$ cat config.mk
export PLATFORM = sky130hd
export DESIGN_NAME = psw_reg
export DESIGN_NICKNAME = d
export VERILOG_FILES = /design/src/rtl/psw_pkg.sv /design/src/rtl/psw_ie_seq.sv /design/src/rtl/psw_bitcopy.sv /design/src/rtl/psw_flag_merge.sv /design/src/rtl/psw_reg.sv
export SDC_FILE = /design/constraint.sdc
export NUM_CORES = 1
export LEC_CHECK = 0
export ABC_AREA = 1
export BUFFER_PORTS_ARGS = -buffer_cell sky130_fd_sc_hd__buf_2
export CORE_MARGIN = 2
export CORE_UTILIZATION = 36
export DETAILED_ROUTE_END_ITERATION = 7
export GPL_TIMING_DRIVEN = 1
export PLACE_DENSITY = 0.85
export SYNTH_ARGS = -nofsm -noshare
export SYNTH_HDL_FRONTEND = slang
export SYNTH_HIERARCHICAL = 1
export SYNTH_SLANG_ARGS = --single-unit
$ cat constraint.sdc
create_clock -name clk -period 1.4 [get_ports clk]
set_input_delay 0.14 -clock clk [delete_from_list [all_inputs] [get_ports clk]]
set_output_delay 0.14 -clock clk [all_outputs]
set_load 0.02 [all_outputs]
$ cat src/rtl/psw_pkg.sv
package psw_pkg;
   // bit positions inside the status byte; neighbours decode these
   localparam int unsigned POS_IE = 7;
   localparam int unsigned POS_TC = 6;
   localparam int unsigned POS_HC = 5;
   localparam int unsigned POS_SG = 4;
   localparam int unsigned POS_OV = 3;
   localparam int unsigned POS_NG = 2;
   localparam int unsigned POS_ZR = 1;
   localparam int unsigned POS_CY = 0;
   // positions that the ALU may update and that are stored as flops
   localparam logic [7:0] ARITH_POS = 8'b0010_1111;
endpackage

$ cat src/rtl/psw_ie_seq.sv
module psw_ie_seq (
   input  logic clk,
   input  logic rst_n,
   input  logic take,
   input  logic ret,
   input  logic wr_hit,
   input  logic wr_bit,
   output logic ie
);
   // accept beats return, return beats a direct write
   always_ff @(posedge clk or negedge rst_n) begin
      if (!rst_n)      ie <= 1'b0;
      else if (take)   ie <= 1'b0;
      else if (ret)    ie <= 1'b1;
      else if (wr_hit) ie <= wr_bit;
   end
endmodule

$ cat src/rtl/psw_bitcopy.sv
module psw_bitcopy #(
   parameter int unsigned DATA_W = 8,
   localparam int unsigned IDX_W = $clog2(DATA_W)
) (
   input  logic              clk,
   input  logic              rst_n,
   input  logic              st_en,
   input  logic [DATA_W-1:0] st_val,
   input  logic [IDX_W-1:0]  st_idx,
   input  logic              wr_hit,
   input  logic              wr_bit,
   input  logic [DATA_W-1:0] ld_val,
   input  logic [IDX_W-1:0]  ld_idx,
   output logic              t,
   output logic [DATA_W-1:0] ld_result
);
   always_ff @(posedge clk or negedge rst_n) begin
      if (!rst_n)      t <= 1'b0;
      else if (wr_hit) t <= wr_bit;
      else if (st_en)  t <= st_val[st_idx];
   end

   for (genvar i = 0; i < DATA_W; i++) begin : g_ld
      assign ld_result[i] = (ld_idx == IDX_W'(i)) ? t : ld_val[i];
   end
endmodule

$ cat src/rtl/psw_flag_merge.sv
module psw_flag_merge
   import psw_pkg::*;
#(
   parameter int unsigned DATA_W = 8
) (
   input  logic              clk,
   input  logic              rst_n,
   input  logic              wr_hit,
   input  logic [DATA_W-1:0] wdata,
   input  logic [DATA_W-1:0] mask,
   input  logic [DATA_W-1:0] flags,
   output logic [DATA_W-1:0] q
);
   localparam logic [DATA_W-1:0] KEEP = DATA_W'(ARITH_POS);

   logic unused_fm;
   assign unused_fm = ^{wdata & ~KEEP, mask & ~KEEP, flags & ~KEEP};

   for (genvar i = 0; i < DATA_W; i++) begin : g_bit
      if (KEEP[i]) begin : g_ff
         always_ff @(posedge clk or negedge rst_n) begin
            if (!rst_n)       q[i] <= 1'b0;
            else if (wr_hit)  q[i] <= wdata[i];
            else if (mask[i]) q[i] <= flags[i];
         end
      end else begin : g_tie
         assign q[i] = 1'b0;
      end
   end
endmodule

$ cat src/rtl/psw_reg.sv
module psw_reg
   import psw_pkg::*;
#(
   parameter int unsigned ADDR_W   = 6,
   parameter logic [ADDR_W-1:0] REG_ADDR = 6'h3F,
   parameter int unsigned DATA_W   = 8,
   localparam int unsigned IDX_W   = $clog2(DATA_W)
) (
   input  logic              clk,
   input  logic              rst_n,
   input  logic [ADDR_W-1:0] io_addr,
   input  logic              io_wr,
   input  logic [DATA_W-1:0] io_wdata,
   output logic [DATA_W-1:0] io_rdata,
   input  logic [DATA_W-1:0] alu_mask,
   input  logic [DATA_W-1:0] alu_flags,
   input  logic              irq_take,
   input  logic              irq_ret,
   input  logic              bst_en,
   input  logic [DATA_W-1:0] bst_val,
   input  logic [IDX_W-1:0]  bst_idx,
   input  logic [DATA_W-1:0] bld_val,
   input  logic [IDX_W-1:0]  bld_idx,
   output logic [DATA_W-1:0] bld_result,
   output logic [DATA_W-1:0] status,
   output logic              gie
);
   if (DATA_W != 8) begin : g_bad_width
      $error("psw_reg: DATA_W must be 8, the flag layout is fixed");
   end
   if (ADDR_W < 1 || ADDR_W > 16) begin : g_bad_addr
      $error("psw_reg: ADDR_W out of range");
   end

   logic              wr_hit;
   logic              ie_q;
   logic              tc_q;
   logic [DATA_W-1:0] arith_q;

   assign wr_hit = io_wr && (io_addr == REG_ADDR);

   psw_ie_seq u_ie (
      .clk    (clk),
      .rst_n  (rst_n),
      .take   (irq_take),
      .ret    (irq_ret),
      .wr_hit (wr_hit),
      .wr_bit (io_wdata[POS_IE]),
      .ie     (ie_q)
   );

   psw_bitcopy #(.DATA_W(DATA_W)) u_tc (
      .clk       (clk),
      .rst_n     (rst_n),
      .st_en     (bst_en),
      .st_val    (bst_val),
      .st_idx    (bst_idx),
      .wr_hit    (wr_hit),
      .wr_bit    (io_wdata[POS_TC]),
      .ld_val    (bld_val),
      .ld_idx    (bld_idx),
      .t         (tc_q),
      .ld_result (bld_result)
   );

   psw_flag_merge #(.DATA_W(DATA_W)) u_fl (
      .clk    (clk),
      .rst_n  (rst_n),
      .wr_hit (wr_hit),
      .wdata  (io_wdata),
      .mask   (alu_mask),
      .flags  (alu_flags),
      .q      (arith_q)
   );

   always_comb begin
      status          = arith_q;
      status[POS_IE]  = ie_q;
      status[POS_TC]  = tc_q;
      status[POS_SG]  = arith_q[POS_NG] ^ arith_q[POS_OV];
   end

   assign gie      = ie_q;
   assign io_rdata = (io_addr == REG_ADDR) ? status : '0;
endmodule

==> run_results.csv <==
group,metric,value,unit
detailed_routing,drt-pass1-iter-count,4,
yosys,synth_warnings,6,
detailed_routing,vias_per_cell,4.25,
clock_network,worstSkewPairLatency,0.25,ns
floorplanning,dieArea,2320,sq um
sta,fin_tns_setup,0,ns
sta,slew_headroom,84.1,%
finish,num-fill-cells,183,
detailed_routing,drtIter0Drc,11,
sta,period_needed,1.29,ns
sta,setup_violations,0,
detailed_routing,antenna_left,0,
yosys,syn_inst,133,
critical_path,cpPeakStageDelay,0.40,ns
run,maxCapViolCount,0,
finish,final_common_cell,"buf_2",
sta,final_max_slew_viol_count,0,
critical_path,crit_fanout,8,
sta,period_share,92.0,%
floorplanning,start_util,39.4,%
floorplanning,die_y,48.2,microns
global_routing,grt_pass1_wl,2720,microns
clock_network,htree_levels,1,
critical_path,worstSetupPathType,"register to primary output",
sta,holdWs,0.0330,ns
power_and_ir_drop,vdd_drop_max,779,uV
detailed_routing,wl_per_cell,8.55,microns
critical_path,cp.arrival,1.15,ns
critical_path,cp-end-kind,"primary output",
floorplanning,io_pins,83,
floorplanning,core.rowCount,15,
global_routing,overflow,0,
finish,drive_gt1_share,41.3,%
global_routing,grt_max_degree,9,
sta,fmax,777,MHz
detailed_routing,finalWirelength,2040,microns
detailed_routing,vias,1011,
sta,tightest_slew,0.238,ns
clock_network,cts_sinks,7,
floorplanning,die_w,48.2,microns
placement,place.port_buffers,75,
power_and_ir_drop,p_per_area,640,nW/um^2
clock_network,cts_resized,0,
critical_path,startpoint,"u_tc/t$_DFFE_PN0P_",
clock_network,clockBufferDepth,2,
global_routing,gr-usage-all-layers,16.5,%
critical_path,critPathLaunchType,"register",
clock_network,cts_tree,"built",
placement,dpl_cell_area,1110,sq um
critical_path,crit_chain,"inv_1 -> o21ai_1 -> buf_2",
global_routing,grt_pass1_vias,732,
critical_path,crit_cells,3,
placement,place_hpwl,1700,microns
hold_path,hold_path.class,"input port to register",
critical_path,cp_top_family,"flip-flops",
critical_path,r2r_end,"u_tc/t$_DFFE_PN0P_",
finish,num_antenna_cells,0,
clock_network,path_clk_slew,0.05,ns
placement,gp_congestion,0.708,
clock_network,root_buffer,"clkbuf_4",
finish,final_util,64.3,%
finish,final_nets,272,
placement,pre_cts_ws,0.266,ns
sta,grt_setup_unrepaired,"false",
critical_path,slowest_stage,"dfrtp_1",
sta,fin_worst_skew,0,ns
sta,final.setup.worst_slack,0.112,ns
critical_path,cp-endpoint,"bld_result[2]",
critical_path,crit_required,1.26,ns
outcome,status,"finished clean",
power_and_ir_drop,leakage,0.000799,uW
critical_path,rrSetupSlack,0.61,ns
detailed_routing,post-route-drc-count,0,
critical_path,worst-path-buf-inv,2,
yosys,synth_area_per_cell,5.29,sq um
critical_path,reg2reg_depth,4,
global_routing,antenna_found_initial,0,
finish,design_area,1150,sq um
floorplanning,core,1780,sq um
yosys,synth_area,703,sq um
critical_path,rr_startpoint,"u_tc/t$_DFFE_PN0P_",
clock_network,cts_buffers,3,
finish,syn_to_final_growth,63.0,%
sta,hold_viol,0,
yosys,synth_nets,191,
finish,mostFrequentLayoutCells,"buf_2, nand2_1, inv_1",
-- state kept, by name (all words and copies together), names as in the netlist --
name,flops
u_fl/q,5
u_ie/ie,1
u_tc/t,1
-- power breakdown --
part	switching (uW)	internal [uW]	total (uW)	leakage, uW
Sequential	18.3	222	240	0.0000795
Clock	77.3	109	186	0.0000150
Combinational	177	129	306	0.000704
-- layout make-up --
cell class / count / area, sq um / area share (%)
Timing Repair Buffer: 78 / 400 / 34.9
Inverter: 35 / 131 / 11.5
Multi-Input combinational cell: 89 / 382 / 33.3
Tap cell: 25 / 31.3 / 2.73
Sequential cell: 7 / 175 / 15.3
Clock buffer: 4 / 26.3 / 2.29
-- how the worst min path moves through the flow --
stage | from | to | slack (ns) | cells past startpoint
4_1_cts | irq_take | u_ie/ie$_DFFE_PN0P_ | 0.03 | 2
3_3_place_gp | rst_n | u_fl/q[5]$_DFFE_PN0P_ | -0.02 | 1
6_report | irq_take | u_ie/ie$_DFFE_PN0P_ | 0.03 | 2
2_1_floorplan | rst_n | u_fl/q[0]$_DFFE_PN0P_ | -0.16 | 0
3_5_place_dp | rst_n | u_fl/q[5]$_DFFE_PN0P_ | -0.02 | 1
5_1_grt | irq_take | u_ie/ie$_DFFE_PN0P_ | 0.02 | 2
-- stage by stage --
step / power, uW / instances
after floorplan: 415 / 133
after global placement: 544 / 233
after detailed placement: 549 / 233
after CTS: 738 / 238
after global routing: 798 / 238
final: 733 / 238
-- worst reg2reg max path: stages, from the launching register on --
cell	delay, ns
dfrtp_1	0.40
nor2_1	0.14
nor2_2	0.04
nand2_1	0.06
nand2_1	0.04
-- metal layers --
metal  track usage (%)  share of wire (%)  up-vias
li1                  -                  -      551
met1              19.7                 44      402
met2              27.9                 42       58
met3              7.41                 14        0
met4              2.70                  0        0
met5                 0                  0        -
-- what timing repair did --
item,in CTS,in global routing
endpoints found under the setup margin,0,0
hold buffers,1,0
setup buffers,0,0
hold endpoints to repair,7,0
Power figures use the tool's default switching activity.
